### config.mk
export PLATFORM = sky130hd
export DESIGN_NAME = qpsk_mod
export DESIGN_NICKNAME = d
export VERILOG_FILES = /design/src/rtl/qpsk_pkg.sv /design/src/rtl/qpsk_pair.sv /design/src/rtl/qpsk_nco.sv /design/src/rtl/qpsk_mixer.sv /design/src/rtl/qpsk_mod.sv
export SDC_FILE = /design/constraint.sdc
export NUM_CORES = 1
export LEC_CHECK = 0
export ABC_AREA = 1
export BUFFER_PORTS_ARGS = -buffer_cell sky130_fd_sc_hd__buf_2
export CAP_MARGIN = 20
export CORE_MARGIN = 2
export CORE_UTILIZATION = 55
export CTS_BUF_LIST = sky130_fd_sc_hd__clkbuf_4 sky130_fd_sc_hd__clkbuf_8 sky130_fd_sc_hd__clkbuf_16
export CTS_CLUSTER_DIAMETER = 120
export DETAILED_ROUTE_END_ITERATION = 12
export PLACE_DENSITY = 0.74
export SLEW_MARGIN = 25
export SYNTH_ARGS = -nofsm -noshare
export SYNTH_HDL_FRONTEND = slang
export SYNTH_SLANG_ARGS = --single-unit
### constraint.sdc
create_clock -name clk -period 12 [get_ports clk]
set_input_delay 1.2 -clock clk [delete_from_list [all_inputs] [get_ports clk]]
set_output_delay 1.2 -clock clk [all_outputs]
set_load 0.03 [all_outputs]
### src/rtl/qpsk_pkg.sv
package qpsk_pkg;

    localparam int CAR_W      = 8;
    localparam int OUT_W      = 10;
    localparam int PH_W       = 5;
    localparam int QB         = PH_W - 2;
    localparam int QTR_STEPS  = 1 << QB;
    localparam int ROT_STEPS  = QTR_STEPS / 2;
    localparam int PEAK       = 2 * ((1 << (CAR_W - 1)) - 1);

    typedef enum logic [1:0] {
        MODE_PLAIN = 2'd0,
        MODE_OFFS  = 2'd1,
        MODE_ROT   = 2'd2,
        MODE_ALT   = 2'd3
    } mode_e;

    typedef struct packed {
        logic half;
        logic first;
        logic i_b;
        logic q_b;
        logic q_pend;
        logic q_due;
        logic tilt;
        logic active;
    } pair_s;

    localparam pair_s PAIR_RST = '{half: 1'b0, first: 1'b0, i_b: 1'b0, q_b: 1'b0,
                                   q_pend: 1'b0, q_due: 1'b0, tilt: 1'b1, active: 1'b0};

    function automatic logic signed [CAR_W-1:0] qtr_mag(input logic [QB:0] m);
        case (int'(m))
            0:       return CAR_W'(0);
            1:       return CAR_W'(25);
            2:       return CAR_W'(49);
            3:       return CAR_W'(71);
            4:       return CAR_W'(90);
            5:       return CAR_W'(106);
            6:       return CAR_W'(117);
            7:       return CAR_W'(125);
            default: return CAR_W'(127);
        endcase
    endfunction

    function automatic logic signed [CAR_W-1:0] wave_at(input logic [PH_W-1:0] p);
        logic [QB:0]              m;
        logic signed [CAR_W-1:0]  mag;
        m   = p[QB] ? ((QB+1)'(QTR_STEPS) - {1'b0, p[QB-1:0]}) : {1'b0, p[QB-1:0]};
        mag = qtr_mag(m);
        return p[QB+1] ? -mag : mag;
    endfunction

endpackage

### src/rtl/qpsk_pair.sv
module qpsk_pair
    import qpsk_pkg::*;
(
    input  logic  clk,
    input  logic  rst,
    input  logic  bit_in,
    input  logic  bit_stb,
    input  mode_e mode,
    output logic  i_bit,
    output logic  q_bit,
    output logic  rot_en,
    output logic  active
);

    pair_s pr_d, pr_q;

    always_comb begin
        pr_d = pr_q;
        if (bit_stb) begin
            if (!pr_q.half) begin
                pr_d.half  = 1'b1;
                pr_d.first = bit_in;
                if (pr_q.q_due) begin
                    pr_d.q_b   = pr_q.q_pend;
                    pr_d.q_due = 1'b0;
                end
            end else begin
                pr_d.half   = 1'b0;
                pr_d.i_b    = pr_q.first;
                pr_d.active = 1'b1;
                pr_d.tilt   = ~pr_q.tilt;
                if (mode == MODE_OFFS) begin
                    pr_d.q_pend = bit_in;
                    pr_d.q_due  = 1'b1;
                end else begin
                    pr_d.q_b   = bit_in;
                    pr_d.q_due = 1'b0;
                end
            end
        end
        if (rst) begin
            pr_d = PAIR_RST;
        end
    end

    always_ff @(posedge clk) begin
        pr_q <= pr_d;
    end

    assign i_bit  = pr_q.i_b;
    assign q_bit  = pr_q.q_b;
    assign active = pr_q.active;
    assign rot_en = (mode == MODE_ROT) && pr_q.tilt;

    AST_I_HOLD_FIRST: assert property (@(posedge clk) disable iff (rst)
        (bit_stb && !pr_q.half) |=> $stable(pr_q.i_b));

    AST_CONV_Q_LOAD: assert property (@(posedge clk) disable iff (rst)
        (bit_stb && pr_q.half && mode == MODE_PLAIN) |=> (pr_q.q_b == $past(bit_in)));

    AST_OFFS_Q_DELAY: assert property (@(posedge clk) disable iff (rst)
        (bit_stb && pr_q.half && mode == MODE_OFFS) |=> $stable(pr_q.q_b));

    AST_TILT_FLIP: assert property (@(posedge clk) disable iff (rst)
        (bit_stb && pr_q.half) |=> (pr_q.tilt != $past(pr_q.tilt)));

endmodule

### src/rtl/qpsk_nco.sv
module qpsk_nco
    import qpsk_pkg::*;
(
    input  logic                    clk,
    input  logic                    rst,
    input  logic                    rot_en,
    output logic signed [CAR_W-1:0] cos_o,
    output logic signed [CAR_W-1:0] sin_o
);

    logic [PH_W-1:0]         ph_d, ph_q;
    logic [PH_W-1:0]         base;
    logic signed [CAR_W-1:0] tap [2];

    always_comb begin
        ph_d = ph_q + PH_W'(1);
        if (rst) begin
            ph_d = '0;
        end
    end

    always_ff @(posedge clk) begin
        ph_q <= ph_d;
    end

    assign base = ph_q + (rot_en ? PH_W'(ROT_STEPS) : PH_W'(0));

    for (genvar g = 0; g < 2; g++) begin : g_tap
        logic [PH_W-1:0] idx;
        assign idx    = base + PH_W'(g * QTR_STEPS);
        assign tap[g] = wave_at(idx);
    end

    assign sin_o = tap[0];
    assign cos_o = tap[1];

    AST_PHASE_ADVANCE: assert property (@(posedge clk) disable iff (rst)
        !rst |=> (ph_q == $past(ph_q) + PH_W'(1)));

endmodule

### src/rtl/qpsk_mixer.sv
module qpsk_mixer
    import qpsk_pkg::*;
(
    input  logic                    clk,
    input  logic                    rst,
    input  logic                    i_bit,
    input  logic                    q_bit,
    input  logic                    active,
    input  logic signed [CAR_W-1:0] cos_i,
    input  logic signed [CAR_W-1:0] sin_i,
    output logic signed [OUT_W-1:0] sample_o
);

    logic signed [OUT_W-1:0] cos_x, sin_x, i_prod, q_prod;
    logic signed [OUT_W-1:0] out_d, out_q;

    assign cos_x = OUT_W'(cos_i);
    assign sin_x = OUT_W'(sin_i);

    always_comb begin
        i_prod = i_bit ? cos_x : -cos_x;
        q_prod = q_bit ? sin_x : -sin_x;
        out_d  = active ? (i_prod + q_prod) : '0;
        if (rst) begin
            out_d = '0;
        end
    end

    always_ff @(posedge clk) begin
        out_q <= out_d;
    end

    assign sample_o = out_q;

    AST_IDLE_ZERO: assert property (@(posedge clk) disable iff (rst)
        !active |=> (out_q == '0));

    AST_SWING_LIMIT: assert property (@(posedge clk) disable iff (rst)
        (int'(out_q) <= PEAK) && (int'(out_q) >= -PEAK));

endmodule

### src/rtl/qpsk_mod.sv
module qpsk_mod
    import qpsk_pkg::*;
(
    input  logic                    clk,
    input  logic                    rst,
    input  logic                    bit_in,
    input  logic                    bit_stb,
    input  logic [1:0]              mode,
    output logic signed [OUT_W-1:0] sample_out
);

    logic                    i_bit, q_bit, rot_en, active;
    logic signed [CAR_W-1:0] cos_s, sin_s;

    qpsk_pair u_pair (
        .clk     (clk),
        .rst     (rst),
        .bit_in  (bit_in),
        .bit_stb (bit_stb),
        .mode    (mode_e'(mode)),
        .i_bit   (i_bit),
        .q_bit   (q_bit),
        .rot_en  (rot_en),
        .active  (active)
    );

    qpsk_nco u_nco (
        .clk    (clk),
        .rst    (rst),
        .rot_en (rot_en),
        .cos_o  (cos_s),
        .sin_o  (sin_s)
    );

    qpsk_mixer u_mix (
        .clk      (clk),
        .rst      (rst),
        .i_bit    (i_bit),
        .q_bit    (q_bit),
        .active   (active),
        .cos_i    (cos_s),
        .sin_i    (sin_s),
        .sample_o (sample_out)
    );

endmodule

==> results of run 1 <==
## Yosys cell counts, drive strengths merged
| cell type | count |
|---|---|
| a22oi | 1 |
| dfxtp | 23 |
| a211oi | 2 |
| o31ai | 1 |
| a31oi | 1 |
| clkbuf | 1 |
| xnor2 | 8 |
| o21bai | 1 |
| o211ai | 2 |
| nand3b | 2 |
| buf | 2 |
| o21ai | 20 |
| ha | 21 |
| inv | 56 |
| fa | 1 |
| nor2 | 46 |
| nand3 | 28 |
| nor3 | 6 |
| a21oi | 24 |
| nand2 | 101 |
| or2 | 1 |
| nand4 | 1 |
| xor2 | 6 |
## tightest hold or removal path, delay by kind of cell, from the launching register on
kind,cells,cell delay (ns)
flip-flops,1,0.30
AO/OA/AOI/OAI,1,0.06
buffers and inverters,1,0.07
## cells by family after synthesis
kind of cell / Yosys count
AO/OA/AOI/OAI: 52
flip-flops: 23
XOR/XNOR: 14
buffers and inverters: 59
adder cells (fa/ha/maj): 22
AND/OR/NAND/NOR: 185
## power breakdown
part	internal (mW)	leakage, nW	total, mW	switching (mW)
clock network	0.0233	0.0255	0.0503	0.0270
logic	0.0786	1.07	0.223	0.144
registers	0.0818	0.188	0.0858	0.00405
## metal layers
metal  vias up  part of all wire (%)
li1       1170                     -
met3         9                   1.9
met2        22                    46
met4         0                   2.2
met1       961                    50
met5         -                     0
## flip-flops by register name, indices dropped and copies added, names as in the netlist
name            flops
u_nco.ph_q          5
u_pair.q_bit        1
u_pair.active       1
u_pair.i_bit        1
u_mix.sample_o     10
u_pair.pr_q         5
## final cells by class
class,count,share of cell area [%]
timing repair buffer,15,2.99
inverter,56,8.58
sequential,23,18.4
clock inverter,1,0.200
multi-input combinational,273,65.7
tap,50,2.50
clock buffer,3,1.65
## path summary, 6_finish.rpt
path                             to           start  cells past startpoint
setup / recovery  u_mix.sample_o[9]         mode[1]                     31
hold / removal       u_pair.pr_q[3]  u_pair.pr_q[3]                      2
setup reg to reg  u_mix.sample_o[9]  u_pair.pr_q[1]                     30
hold reg to reg      u_pair.pr_q[3]  u_pair.pr_q[3]                      2
## stage by stage
stage	setup WS, ns	instance area (um^2)	utilization, %	hold slack, ns	std cells
2_1_floorplan	7.09	2340	-	0.430	355
3_3_place_gp	6.55	2460	60.7	0.462	417
3_5_place_dp	6.49	2460	60.7	0.464	417
4_1_cts	6.77	2510	61.8	0.477	421
5_1_grt	6.32	2510	61.8	0.509	421
6_report	6.73	2510	61.8	0.474	421
==> metrics, run 1 <==
status=complete, no violations; cell taking the most area after synthesis=dfxtp_1; Final setup viols=0; Top delay family on crit path=adder cells; crit path launch type=primary input; die extent in x=69.3 um; Max Root-Sink Buffers=2; crit path kind=primary input to flip-flop; first-pass GRT wire length=8650 um; Post-Synth Simple-Gate Area=39.7%; critical path buffer and inverter count=3; Setup Total Neg Slack=0 ns; I/O pin count=16; Clk pin slew, worst setup/hold paths=0.08 ns; commonest non-fill, non-tap cell in the layout=nand2_1; drt drc=0; GRT busiest layer=met2; Synth Area in Adders=12.1%; Mapped Cells=355; Pre-Repair DR Iteration Count=4; Least-Margin Pin Slew=0.554 ns; Yosys reg bits=23; Compound-Gate Fraction of Synth Area=12.2%; Syn Nets=383; Root Driver=clkbuf_8; CP max stage cell=ha_1; crit-path max FO=9; Overflow after GRT=0; Placer Congestion=0.819; max-slew violations=0; share of the synthesized area in the top cell type=19.6%; sequential area share after synthesis=19.6%; Antenna Violating Nets Remaining=0; wire per inst=11.3 um; multi-input logic area=1650 um^2; core area=4060 um^2; via/cell ratio=5.14; Worst EP arrival=5.44 ns; Via Count=2,162; CP dominant cell by count=ha_1; largest net degree at the start of global routing=14; clock sinks=23; Pwr Total=0.359 mW; latest clock arrival within the worst-skew pair=0.27 ns; Detailed Route Iter0 Violations=95; Clock Skew=0.00215 ns; RSZ-0062 raised after global routing=false; most frequent cells in the layout=80 x nand2_1, 43 x inv_1, 36 x nor2_1; Detailed Place HPWL=3920 um; mux cell area share after synthesis=0%; CP peak stage delay=0.62 ns; layout cell share with drive strength beyond 1=20.2%; CTS tree=built; max frequency=190 MHz; post-CTS setup buffers=0; # port buffers=15; cell area power density=143 nW/um^2; Distinct cells, synth=37; Worst setup EP type=flip-flop; Initial Util=57.8%; leak pwr=1.28 nW; Worst VDD drop=0.0931 mV; max-cap violations=0; post-route clock period utilization=43.9%; TritonCTS buffer count=3; post-CTS sizing=0; Min-Delay Path Class=flip-flop to flip-flop; register area=460 um^2; top post-synthesis cells by area=dfxtp_1 20%, nand2_1 13%, ha_1 11%; DIE AREA=4800 um^2; Final Hold Vio Count=0; GR Util All Layers=21.6%; YS warnings=0; Synth Area in XOR/XNOR=6.35%; # rows=23; Antenna Cells=0; r2r setup slk=7.42 ns; M1 GR Usage=27.1%; met3 Usage GRT=3.05%; CTS Hold Bufs=0; required time worst endpoint=12.18 ns; number of global-route vias before repair=2,053; met2 Resource Use GR=37.3%; CTS H-tree depth=1; Die H=69.3 um; Synth Area per Inst=6.60 um^2; Period minus WS final=5.27 ns; Post-Syn Area=2340 um^2; drt total wl=4770 um; largest family of logic cells by synthesized area=simple AND/OR/NAND/NOR gates; synth-to-layout area growth=6.99%; worst rel slew slack=62.9%; initial antenna violation count=0; NumNets Final=400; Filler cells=397
(Power assumes the default switching activity.)
==> run 2, diff against run 1 <==
--- a/config.mk
+++ b/config.mk
@@ -5,7 +5,7 @@
 export SDC_FILE = /design/constraint.sdc
 export NUM_CORES = 1
 export LEC_CHECK = 0
-export ABC_AREA = 1
+export ABC_AREA = 0
 export BUFFER_PORTS_ARGS = -buffer_cell sky130_fd_sc_hd__buf_2
 export CAP_MARGIN = 20
 export CORE_MARGIN = 2
@@ -13,7 +13,7 @@
 export CTS_BUF_LIST = sky130_fd_sc_hd__clkbuf_4 sky130_fd_sc_hd__clkbuf_8 sky130_fd_sc_hd__clkbuf_16
 export CTS_CLUSTER_DIAMETER = 120
 export DETAILED_ROUTE_END_ITERATION = 12
-export PLACE_DENSITY = 0.74
+export PLACE_DENSITY = 0.73
 export SLEW_MARGIN = 25
 export SYNTH_ARGS = -nofsm -noshare
 export SYNTH_HDL_FRONTEND = slang
==> constraint.sdc (replaced) <==
create_clock -name clk -period 4.9 [get_ports clk]
set_input_delay 0.49 -clock clk [delete_from_list [all_inputs] [get_ports clk]]
set_output_delay 0.49 -clock clk [all_outputs]
set_load 0.03 [all_outputs]
==> metrics, run 2 <==
status=complete, no violations; first-pass GRT wire length=9430 um (+9.0%); Antenna Violating Nets Remaining=0 (unchanged); reg2reg end=u_mix.sample_o[8]; CTS H-tree depth=1 (unchanged); Antenna Cells=0 (unchanged); Initial Util=57.9% (+0.15 points); Overflow after GRT=0 (unchanged); clock sinks=23 (unchanged); Reg-to-Reg Start=u_pair.pr_q[1]; max reg flops=10 (unchanged); Pre-Repair DR Iteration Count=4 (unchanged); CTS tree=built; Placer Congestion=0.861 (+5.2%); ys flop type=dfxtp_1; leak pwr=1.32 nW (+3.4%); Die H=72.2 um (+4.2%); most frequent cell after synthesis=nor2_1; CP peak stage delay=0.32 ns (-0.30 ns); crit-path max FO=3 (-6); crit path kind=flip-flop to flip-flop; die extent in x=72.2 um (+4.2%); Post-Syn Area=2560 um^2 (+9.1%); Worst VDD drop=0.174 mV (+87%); Clk pin slew, worst setup/hold paths=0.09 ns (about the same); asr flop ratio synth=0% (unchanged); EDFF count, synth=0 (unchanged); max-cap violations=0 (unchanged); most frequent cells in the layout=38 x nor2_1, 29 x buf_4, 23 x dfxtp_1; Via Count=2,252 (+4.2%); DIE AREA=5210 um^2 (+8.5%); dpl ws=-0.126 ns (-6.62 ns); TritonCTS buffer count=3 (unchanged); drt drc=0 (unchanged); Distinct cells, synth=73 (+97%); Mapped Cells=309 (-13%); synth-to-layout area growth=16.6%; NumNets Final=374 (-6.5%); Non-Filler Instances=397 (-5.7%); source of the worst hold timing path=bit_in; required time worst endpoint=5.05 ns (-7.13 ns); initial antenna violation count=0 (unchanged); core area=4410 um^2 (+8.8%); r2r setup slk=0.29 ns (-7.13 ns); YS warnings=0 (unchanged); Period minus WS final=4.61 ns; number of global-route vias before repair=2,101 (+2.3%); CP max stage cell=dfxtp_1; Detailed Place HPWL=4240 um (+8.0%); Cells on Worst Hold Path=3 (+1); sequential area share after synthesis=18.0% (-1.6 points); Final Hold Vio Count=0 (unchanged); Yosys reg bits=23 (unchanged); worst rel slew slack=54.9% (-8.0 points); Worst setup EP type=flip-flop; final setup margin=0.285 ns (-6.45 ns); drt total wl=5490 um (+15%); Detailed Route Iter0 Violations=68 (-28%); Least-Margin Pin Slew=0.675 ns (+0.120 ns); Synth Area per Inst=8.27 um^2 (+25%); via/cell ratio=5.67 (+10%); max frequency=217 MHz; # port buffers=15 (unchanged); cell taking the most area after synthesis=dfxtp_1; crit path capture=u_mix.sample_o[8]; commonest non-fill, non-tap cell in the layout=nor2_1; largest net degree at the start of global routing=23 (+9); Min-Delay Path Class=primary input to flip-flop; Syn Nets=337 (-12%); max-slew violations=0 (unchanged); crit path launch type=flip-flop; Worst EP arrival=4.77 ns (-0.67 ns); Max Root-Sink Buffers=2 (unchanged); cell area power density=384 nW/um^2 (+170%); Final setup viols=0 (unchanged); placed cell count=390 (-6.5%); crit path from=u_pair.pr_q[1]; I/O pin count=16 (unchanged); cells on worst reg2reg path=26 (-13%); top post-synthesis cells by area=dfxtp_1 18%, ha_1 10%, nor2_1 5.6%; Clock Skew=0.0103 ns (+0.00817 ns); latest clock arrival within the worst-skew pair=0.28 ns (about the same); CP dominant cell by count=ha_1; layout cell share with drive strength beyond 1=27.5% (+7.3 points); # rows=24 (+4.3%); GR Util All Layers=22.3% (+0.72 points); Commonest cells post-synth=38 x nor2_1, 23 x dfxtp_1, 21 x ha_1, 19 x a21oi_1, 17 x inv_1; share of the synthesized area in the top cell type=18.0% (-1.6 points); post-route clock period utilization=94.2%; Root Driver=clkbuf_8; wire per inst=13.8 um (+22%); WHS=0.474 ns (+0.000300 ns)
run 2: critical path, delay by kind of cell, from the launching register on:
family / cells / cell delay (ns)
xor+xnor: 1 / 0.15
mux: 2 / 0.53
buf+inv: 3 / 0.26
simple gates: 6 / 0.53
compound gates: 8 / 1.28
flops: 1 / 0.32
fa+ha+maj: 6 / 1.41
run 2: worst min path at each step:
stage / to / slack, ns
CTS: u_pair.pr_q[3] / 0.48
global placement: u_pair.active / 0.45
global route: u_pair.pr_q[3] / 0.49
floorplan: u_pair.active / 0.44
detailed placement: u_pair.active / 0.47
finish: u_pair.pr_q[3] / 0.47
run 2: final cells by class:
| cell class | instances | area (um^2) |
|---|---|---|
| multi-input cells | 253 | 2010 |
| fillers | 366 | 1430 |
| clock buffers | 3 | 41.3 |
| clock inverters | 1 | 5.00 |
| flip-flops and latches | 23 | 460 |
| well taps | 52 | 65.1 |
| inverters | 19 | 71.3 |
| repair buffers | 46 | 324 |
run 2: layer usage:
metal | GRT usage (%) | part of all wire (%) | vias up
met5 | 0 | 0 | -
met4 | 5.03 | 1.6 | 0
met3 | 3.06 | 3.1 | 8
met2 | 39.2 | 49 | 38
met1 | 28.9 | 46 | 1041
li1 | - | - | 1165
run 2: what timing repair did:
action,in CTS,in global routing
endpoints found under the setup margin,0,3
hold buffers,0,0
resized for setup,0,10
setup buffers,0,3
run 2: cells by family after synthesis:
group | Yosys count | synth area share [%]
xor+xnor | 34 | 14.2
fa+ha+maj | 22 | 11.1
simple gates | 116 | 25.8
buf+inv | 33 | 5.82
mux | 11 | 4.60
compound gates | 70 | 20.4
flops | 23 | 18.0
run 2: stage by stage:
stage          area, um^2  util [%]  total power [mW]  TNS, ns
3_5_place_dp         2870      65.1             0.978   -0.174
4_1_cts              2920      66.2              1.10        0
3_3_place_gp         2870      65.1             0.963  -0.0104
6_report             2980      67.5              1.14        0
5_1_grt              2980      67.5              1.24  -0.0125
2_1_floorplan        2590         -             0.762        0
run 2: where the power goes:
part	switching, mW	internal [mW]
clock network	0.0658	0.0570
logic	0.406	0.407
registers	0.00819	0.200
==> run 3, diff against run 2 <==
--- a/config.mk
+++ b/config.mk
@@ -5,7 +5,7 @@
 export SDC_FILE = /design/constraint.sdc
 export NUM_CORES = 1
 export LEC_CHECK = 0
-export ABC_AREA = 0
+export ABC_AREA = 1
 export BUFFER_PORTS_ARGS = -buffer_cell sky130_fd_sc_hd__buf_2
 export CAP_MARGIN = 20
 export CORE_MARGIN = 2
@@ -13,7 +13,7 @@
 export CTS_BUF_LIST = sky130_fd_sc_hd__clkbuf_4 sky130_fd_sc_hd__clkbuf_8 sky130_fd_sc_hd__clkbuf_16
 export CTS_CLUSTER_DIAMETER = 120
 export DETAILED_ROUTE_END_ITERATION = 12
-export PLACE_DENSITY = 0.73
+export PLACE_DENSITY = 0.74
 export SLEW_MARGIN = 25
 export SYNTH_ARGS = -nofsm -noshare
 export SYNTH_HDL_FRONTEND = slang
==> metrics, run 3 (same netlist as run 1, synthesis figures left out) <==
status=complete, no violations; crit path kind=flip-flop to flip-flop; r2r setup slk=0.42 ns (+0.14 ns); Detailed Route Iter0 Violations=68 (unchanged); I/O pin count=16 (unchanged); crit path from=u_pair.pr_q[1]; drt drc=0 (unchanged); reg2reg end=u_mix.sample_o[9]; Worst VDD drop=0.189 mV (+8.3%); TritonCTS buffer count=3 (unchanged); max-slew violations=0 (unchanged); crit-path max FO=9 (+6); Placer Congestion=0.882 (+2.4%); cells on worst reg2reg path=30 (+15%); max frequency=223 MHz (+3.1%); Clock Skew=0.00139 ns (-0.00892 ns); Root Driver=clkbuf_8; wire per inst=10.8 um (-22%); CP max stage cell=ha_2; max reg flops=10 (unchanged); core area=4060 um^2 (-8.1%); Initial Util=57.8% (-0.15 points); largest net degree at the start of global routing=15 (-35%); Antenna Cells=0 (unchanged); Worst setup EP type=flip-flop; multi-input logic area=1660 um^2 (-18%); RSZ-0062 raised after global routing=false; clock power share=14.2% (+3.5 points); required time worst endpoint=5.07 ns (+0.02 ns); synth-to-layout area growth=8.17%; Min-Delay Path Class=primary input to flip-flop; Final setup viols=0 (unchanged); crit path launch type=flip-flop; post-CTS setup buffers=0 (unchanged); Switch Pwr=0.426 mW (-11%); most frequent cells in the layout=80 x nand2_1, 43 x inv_1, 36 x nor2_1; Die H=69.3 um (-4.0%); Setup Total Neg Slack=0 ns (unchanged); Worst EP arrival=4.65 ns (-0.12 ns); Filler cells=373 (+1.9%); NumNets Final=402 (+7.5%); combinational share of power=62.1% (-9.0 points); cell area power density=347 nW/um^2 (-9.5%); Sw Ratio=48.4% (+6.5 points); # rows=23 (-4.2%); post-route clock period utilization=91.4% (-2.8 points); Period minus WS final=4.48 ns (-0.137 ns); GR Util All Layers=20.3% (-2.0 points); register area=460 um^2 (unchanged); first-pass GRT wire length=8300 um (-12%); Via Count=2,166 (-3.8%); via/cell ratio=5.12 (-9.7%); Detailed Place HPWL=3740 um (-12%); # port buffers=15 (unchanged); Final Hold Vio Count=0 (unchanged); clock sinks=23 (unchanged); leak pwr=1.28 nW (-2.9%); max-cap violations=0 (unchanged); Overflow after GRT=0 (unchanged); crit path capture=u_mix.sample_o[9]; Max Root-Sink Buffers=2 (unchanged); Sequential Power Share=23.7% (+5.5 points); layout cell share with drive strength beyond 1=20.9% (-6.6 points); Clk pin slew, worst setup/hold paths=0.09 ns (about the same); initial antenna violation count=0 (unchanged); Reg-to-Reg Start=u_pair.pr_q[1]; Least-Margin Pin Slew=0.493 ns (-0.181 ns); post-layout util=62.5% (-5.0 points); Int Power=0.454 mW (-32%); CTS H-tree depth=1 (unchanged); Antenna Violating Nets Remaining=0 (unchanged); die extent in x=69.3 um (-4.0%); drt total wl=4570 um (-17%); CTS tree=built; CP peak stage delay=0.53 ns (+0.21 ns); DIE AREA=4800 um^2 (-7.9%); commonest non-fill, non-tap cell in the layout=nand2_1; latest clock arrival within the worst-skew pair=0.27 ns (about the same); number of global-route vias before repair=1,988 (-5.4%); worst rel slew slack=67.0% (+12 points); Pre-Repair DR Iteration Count=4 (unchanged)
[run 3: cell count changes in the layout (fill, tap and decap cells not counted), sizes merged, moves of 9 or more]
cell,change
xnor2,-10
xor2,-9
nand3,+20
nand2,+85
inv,+37
buf,-29
[run 3: area by class of cell]
| cell class | instances | area share, % |
|---|---|---|
| Inverter | 56 | 8.49 |
| Clock inverter | 1 | 0.296 |
| Tap cell | 50 | 2.47 |
| Timing Repair Buffer | 17 | 3.55 |
| Multi-Input combinational cell | 273 | 65.4 |
| Clock buffer | 3 | 1.63 |
| Sequential cell | 23 | 18.2 |
[run 3: worst min-delay path by stage]
stage,end,cells after the start,start,slack [ns]
after floorplan,u_pair.pr_q[3],2,u_pair.pr_q[3],0.43
after global placement,u_pair.pr_q[2],2,u_pair.pr_q[2],0.46
after detailed placement,u_pair.pr_q[3],2,u_pair.pr_q[3],0.47
after CTS,u_pair.pr_q[7],3,bit_stb,0.46
after global routing,u_pair.pr_q[7],3,bit_stb,0.46
final,u_pair.pr_q[7],3,bit_stb,0.46
[run 3: per-stage QoR]
stage	hold slack (ns)	setup slack, ns	cells	instance area [um^2]	power [mW]
3_5_place_dp	0.465	0.104	419	2480	0.751
2_1_floorplan	0.430	0.702	355	2340	0.649
3_3_place_gp	0.463	0.217	419	2480	0.747
4_1_cts	0.462	0.345	423	2520	0.881
6_report	0.462	0.422	423	2530	0.880
5_1_grt	0.462	0.0247	423	2530	0.983
[run 3: power by group through the flow]
| stage | logic (mW) | registers, mW | clock network (mW) |
|---|---|---|---|
| finish | 0.547 | 0.208 | 0.125 |
| global route | 0.631 | 0.211 | 0.142 |
| CTS | 0.543 | 0.209 | 0.129 |
| detailed placement | 0.538 | 0.213 | 0 |
| global placement | 0.535 | 0.212 | 0 |
| floorplan | 0.421 | 0.228 | 0 |
[run 3: worst max-delay path, delay by kind of cell (launching register included)]
kind	cells	cell delay, ns
compound gates	4	0.57
flops	1	0.32
buf+inv	2	0.15
xor+xnor	1	0.15
simple gates	17	1.53
fa+ha+maj	6	1.64
[run 3: layer usage]
layer / up-vias / global-route usage [%] / share of wire, %
li1: 1164 / - / -
met1: 963 / 26.9 / 49
met2: 35 / 35.6 / 47
met3: 4 / 3.05 / 3.2
met4: 0 / 3.27 / 0.77
met5: - / 0 / 0
[run 3: repair_timing]
action	CTS	global route
gates resized for setup	0	2
hold buffers	0	0
setup endpoints to repair	0	3
hold endpoints to repair	0	0
